### config.mk
export PLATFORM = sky130hd
export DESIGN_NAME = edge_wdog
export DESIGN_NICKNAME = d
export VERILOG_FILES = /design/src/rtl/wdt_pkg.sv /design/src/rtl/wdt_hb_sync.sv /design/src/rtl/wdt_tick_counter.sv /design/src/rtl/wdt_out_stage.sv /design/src/rtl/edge_wdog.sv
export SDC_FILE = /design/constraint.sdc
export NUM_CORES = 1
export LEC_CHECK = 0
export BUFFER_PORTS_ARGS = -buffer_cell sky130_fd_sc_hd__buf_2
export CAP_MARGIN = 20
export CORE_ASPECT_RATIO = 0.6
export CORE_UTILIZATION = 35
export DETAILED_ROUTE_END_ITERATION = 10
export PLACE_DENSITY_LB_ADDON = 0.2
export SETUP_SLACK_MARGIN = 0.02
export SLEW_MARGIN = 20
export SYNTH_ARGS = -nofsm -noshare
export SYNTH_HDL_FRONTEND = slang
export SYNTH_SLANG_ARGS = --single-unit
### constraint.sdc
create_clock -name clk_i -period 2 [get_ports clk_i]
set_clock_uncertainty 0.1 [all_clocks]
set_input_delay 0.3 -clock clk_i [delete_from_list [all_inputs] [get_ports clk_i]]
set_output_delay 0.3 -clock clk_i [all_outputs]
set_load 0.1 [all_outputs]
### src/rtl/wdt_pkg.sv
package wdt_pkg;
  typedef enum logic [1:0] {
    SRC_SUPPLY   = 2'd0,
    SRC_DISABLED = 2'd1,
    SRC_TIMER    = 2'd2
  } wdo_src_e;
endpackage

### src/rtl/wdt_hb_sync.sv
module wdt_hb_sync #(
  parameter int unsigned STAGES = 2
) (
  input  logic clk_i,
  input  logic rst_ni,
  input  logic hb_i,
  output logic edge_o
);
  logic [STAGES-1:0] sync_q;
  logic              prev_q;

  generate
    if (STAGES == 1) begin : g_one
      always_ff @(posedge clk_i or negedge rst_ni)
        if (!rst_ni) sync_q <= '0;
        else         sync_q <= hb_i;
    end else begin : g_chain
      always_ff @(posedge clk_i or negedge rst_ni)
        if (!rst_ni) sync_q <= '0;
        else         sync_q <= {sync_q[STAGES-2:0], hb_i};
    end
  endgenerate

  always_ff @(posedge clk_i or negedge rst_ni)
    if (!rst_ni) prev_q <= 1'b0;
    else         prev_q <= sync_q[STAGES-1];

  // either direction counts
  assign edge_o = sync_q[STAGES-1] ^ prev_q;
endmodule

### src/rtl/wdt_tick_counter.sv
module wdt_tick_counter #(
  parameter int unsigned LIMIT = 1600
) (
  input  logic clk_i,
  input  logic rst_ni,
  input  logic clr_i,
  input  logic tick_i,
  output logic expired_o
);
  localparam int unsigned CW = $clog2(LIMIT + 1);
  localparam logic [CW-1:0] LAST = CW'(LIMIT - 1);

  logic [CW-1:0] cnt_q;
  logic          exp_q;

  always_ff @(posedge clk_i or negedge rst_ni) begin
    if (!rst_ni) begin
      cnt_q <= '0;
      exp_q <= 1'b0;
    end else if (clr_i) begin
      cnt_q <= '0;
      exp_q <= 1'b0;
    end else if (tick_i && !exp_q) begin
      if (cnt_q == LAST) begin
        cnt_q <= '0;
        exp_q <= 1'b1;
      end else begin
        cnt_q <= cnt_q + 1'b1;
      end
    end
  end

  assign expired_o = exp_q;


  tick_only_chk: assert property (@(posedge clk_i) disable iff (!rst_ni)
    $rose(exp_q) |-> $past(tick_i));

  sticky_chk: assert property (@(posedge clk_i) disable iff (!rst_ni)
    exp_q && !clr_i |=> exp_q);

  clear_chk: assert property (@(posedge clk_i) disable iff (!rst_ni)
    clr_i |=> !exp_q && cnt_q == '0);
endmodule

### src/rtl/wdt_out_stage.sv
module wdt_out_stage
  import wdt_pkg::*;
(
  input  logic clk_i,
  input  logic rst_ni,
  input  logic supply_low_i,
  input  logic disable_i,
  input  logic expired_i,
  output logic wdo_no
);
  wdo_src_e src;
  logic     wdo_q;

  always_comb begin
    if (supply_low_i)   src = SRC_SUPPLY;
    else if (disable_i) src = SRC_DISABLED;
    else                src = SRC_TIMER;
  end

  always_ff @(posedge clk_i or negedge rst_ni) begin
    if (!rst_ni) wdo_q <= 1'b1;
    else begin
      unique case (src)
        SRC_SUPPLY:   wdo_q <= 1'b0;
        SRC_DISABLED: wdo_q <= 1'b1;
        default:      wdo_q <= ~expired_i;
      endcase
    end
  end

  assign wdo_no = wdo_q;


  supply_low_chk: assert property (@(posedge clk_i) disable iff (!rst_ni)
    supply_low_i |=> !wdo_no);

  disable_high_chk: assert property (@(posedge clk_i) disable iff (!rst_ni)
    disable_i && !supply_low_i |=> wdo_no);

  timeout_low_chk: assert property (@(posedge clk_i) disable iff (!rst_ni)
    expired_i && !supply_low_i && !disable_i |=> !wdo_no);
endmodule

### src/rtl/edge_wdog.sv
module edge_wdog #(
  parameter int unsigned TIMEOUT_TICKS = 1600,
  parameter int unsigned SYNC_STAGES   = 2
) (
  input  logic clk_i,
  input  logic rst_ni,
  input  logic hb_i,
  input  logic disable_i,
  input  logic supply_low_i,
  input  logic sys_rst_i,
  input  logic tick_i,
  output logic wdo_no
);
  logic hb_edge;
  logic tmr_clr;
  logic expired;

  wdt_hb_sync #(.STAGES(SYNC_STAGES)) u_sync (
    .clk_i  (clk_i),
    .rst_ni (rst_ni),
    .hb_i   (hb_i),
    .edge_o (hb_edge)
  );

  assign tmr_clr = hb_edge | sys_rst_i | disable_i;

  wdt_tick_counter #(.LIMIT(TIMEOUT_TICKS)) u_cnt (
    .clk_i     (clk_i),
    .rst_ni    (rst_ni),
    .clr_i     (tmr_clr),
    .tick_i    (tick_i),
    .expired_o (expired)
  );

  wdt_out_stage u_out (
    .clk_i        (clk_i),
    .rst_ni       (rst_ni),
    .supply_low_i (supply_low_i),
    .disable_i    (disable_i),
    .expired_i    (expired),
    .wdo_no       (wdo_no)
  );
endmodule

==> reports/qor.yml <==
clocking:
  htreeDepth: 1
  cts_tree: "done"
  clock_latency_ns: 0.26
  clk_pin_slew_ns: 0.07
  cts_buffer_depth: 2
  clkSinkCount: 16
  cts-buffers-inserted: 3
  clockRootBuffer: "clkbuf_8"
global_routing:
  grt_pass1_wl_um: 2870
  grt_max_degree: 17
  grt_overflow: 0
  track_usage: 0.168
  grt_pass1_vias: 605
  antenna_found_initial: 0
critical_path:
  critPathMaxStageDelay_ns: 0.50
  crit_type: "register to register"
  crit_chain: "or3_1, or4_4, o21ai_4, a21oi_1"
  required_ns: 2.04
  end_kind: "register"
  path_buf_inv: 0
  cp.arrival_ns: 1.90
  slowest_stage: "or4_4"
  worstPathMaxFanout: 8
  critical-path-top-delay-family: "simple AND/OR/NAND/NOR gates"
  cp-start-kind: "register"
cells_and_area:
  antennaDiodeCount: 0
  layout.cells.non_filler: 125
  seq_area_um2: 402
  area_growth_pct: 20.0
  drive_above_1_share: 0.211
  final_nets: 104
  final_cell_mix: "15 x dfrtp_1, 7 x nand3_1, 7 x buf_2, 6 x nand2_1, 6 x nor2_1"
  layout_commonest_cell: "dfrtp_1"
  n_fill_cell: 212
  utilization: 0.445
  multi_input_area_um2: 374
drt:
  post_drt_wl_per_cell_um: 13.4
  drt_iter0_markers: 28
  postRouteAntennaNets: 0
  vias: 655
  via_per_inst: 5.24
  drt_pass1_iterations: 4
  drc: 0
  routed_wl_um: 1670
floorplanning:
  dieWidth_um: 63.8
  rows: 13
  core_um2: 2160
  die_area_um2: 2490
  start_util: 0.371
  pin_count: 8
  die_h_um: 39.1
sta:
  setup-tns-final_ns: 0
  finalHoldViolCount: 0
  tightest_slew_ns: 0.483
  rsz0062_at_grt: "false"
  min_period_over_period: 0.932
  clock.fmax_mhz: 537
  fin_crit_ns: 1.86
  setup_violations: 0
  slew_viol_final: 0
  relSlewSlack: 0.680
placement:
  gp_congestion: 0.884
  portBuffers: 7
  hpwl_um: 1200
  dp_cells: 120
synth:
  syn_nets: 89
  synth_warnings: 0
  ys_seq_elements: 16
  synthCells: 81
  synthesis.area_um2: 802
  synth_seq_area_share: 0.501
  yosysUniqueCellTypes: 26
  avgSynthCellArea_um2: 9.90
power_and_ir_drop:
  p_switching_w: 0.000150
  p_per_area_nw_per_um2: 696
  p_leak_nw: 0.410
  ir_drop_mv: 0.396
  power_frac_clock: 0.435
  p_sw_frac: 0.224
  internal-power_w: 0.000519
  p_seq_frac: 0.495
  p_comb_frac: 0.069
min_path:
  hp-class: "input port to register"
outcome:
  status: "finished, final reports clean"
job:
  maxCapViolations: 0
==> state kept, by name, indices dropped and copies added, names as in the netlist <==
signal / flops
u_out.wdo_no: 1
u_cnt.cnt_q: 11
u_sync.sync_q: 2
u_cnt.expired_o: 1
u_sync.prev_q: 1
==> worst register-to-register path, delay by kind of cell (launching register included) <==
kind            cells  cell delay (ns)
simple gates        2             0.88
flops               1             0.41
compound gates      2             0.36
==> power by group through the flow <==
stage,sequential [W],combinational (W),clock (W)
after global placement,0.000338,0.0000447,0
after floorplan,0.000346,0.0000180,0
after global routing,0.000332,0.0000526,0.000319
final,0.000332,0.0000463,0.000292
after CTS,0.000332,0.0000469,0.000301
after detailed placement,0.000338,0.0000452,0
==> kinds of logic after synthesis <==
family	count (synthesis)	share of synthesized area
flops	16	0.501
simple gates	34	0.228
buf+inv	6	0.0374
fa+ha+maj	1	0.0156
compound gates	18	0.150
xor+xnor	4	0.0437
mux	2	0.0250
==> metal layers <==
| layer | GRT usage | wire [um] | up-vias | share of wire |
|---|---|---|---|---|
| met4 | 0.0739 | 27 | 0 | 0.016 |
| met3 | 0.0618 | 87 | 3 | 0.052 |
| met2 | 0.239 | 670 | 10 | 0.40 |
| li1 | - | - | 320 | - |
| met1 | 0.227 | 884 | 322 | 0.53 |
| met5 | 0 | 0 | - | 0 |
==> synth_stat cells, drive strengths merged <==
library cell	n	area, um^2
o31ai	2	15.0
or3	3	18.8
and3	4	26.3
a32o	1	10.0
nand3	7	35.0
mux2i	2	20.0
buf	1	11.3
inv	3	11.3
o21ai	4	31.3
or4	3	22.5
a21oi	5	25.0
o21a	1	7.51
a31oi	5	31.3
and2	1	6.26
nor2	6	22.5
nand2	6	22.5
ha	1	12.5
xnor2	4	35.0
dfstp	1	26.3
or2b	1	7.51
and3b	1	8.76
nand4	2	12.5
dfrtp	15	375
clkbuf	2	7.51
==> cell type report <==
| cell class | instances | share of cell area |
|---|---|---|
| timing repair buffer | 13 | 0.0858 |
| clock buffer | 4 | 0.0572 |
| sequential | 16 | 0.417 |
| multi-input combinational | 59 | 0.389 |
| tap | 30 | 0.0390 |
| inverter | 3 | 0.0117 |
==> path summary, 6_finish.rpt <==
path                                  start  slack, ns  depth (start not counted)          endpoint
max reg2reg                  u_cnt.cnt_q[7]       0.14                          4   u_cnt.cnt_q[10]
max                          u_cnt.cnt_q[7]       0.14                          4   u_cnt.cnt_q[10]
min reg2reg                u_sync.sync_q[0]       0.25                          0  u_sync.sync_q[1]
min in group asynchronous            rst_ni       0.38                          2    u_cnt.cnt_q[6]
min                                    hb_i       0.05                          1  u_sync.sync_q[0]
max in group asynchronous            rst_ni       1.12                          2      u_out.wdo_no
==> timing repair <==
| item | 4_1_cts | 5_1_grt |
|---|---|---|
| setup buffers | 0 | 0 |
| gates resized for setup | 0 | 1 |
| setup endpoints to repair | 0 | 8 |
| hold endpoints to repair | 15 | 0 |
| hold buffers | 1 | 0 |
==> stage by stage <==
stage                     hold slack [ns]  total power, W  worst slack (ns)  cell area [um^2]
final                              0.0500        0.000670             0.136               962
after global routing               0.0422        0.000704            0.0621               962
after CTS                          0.0419        0.000680            0.0343               958
after detailed placement            0.134        0.000383            0.0472               893
after global placement              0.136        0.000382            0.0814               893
after floorplan                   -0.0956        0.000364             0.230               802
Note: power is estimated with default switching activity, not from simulation.
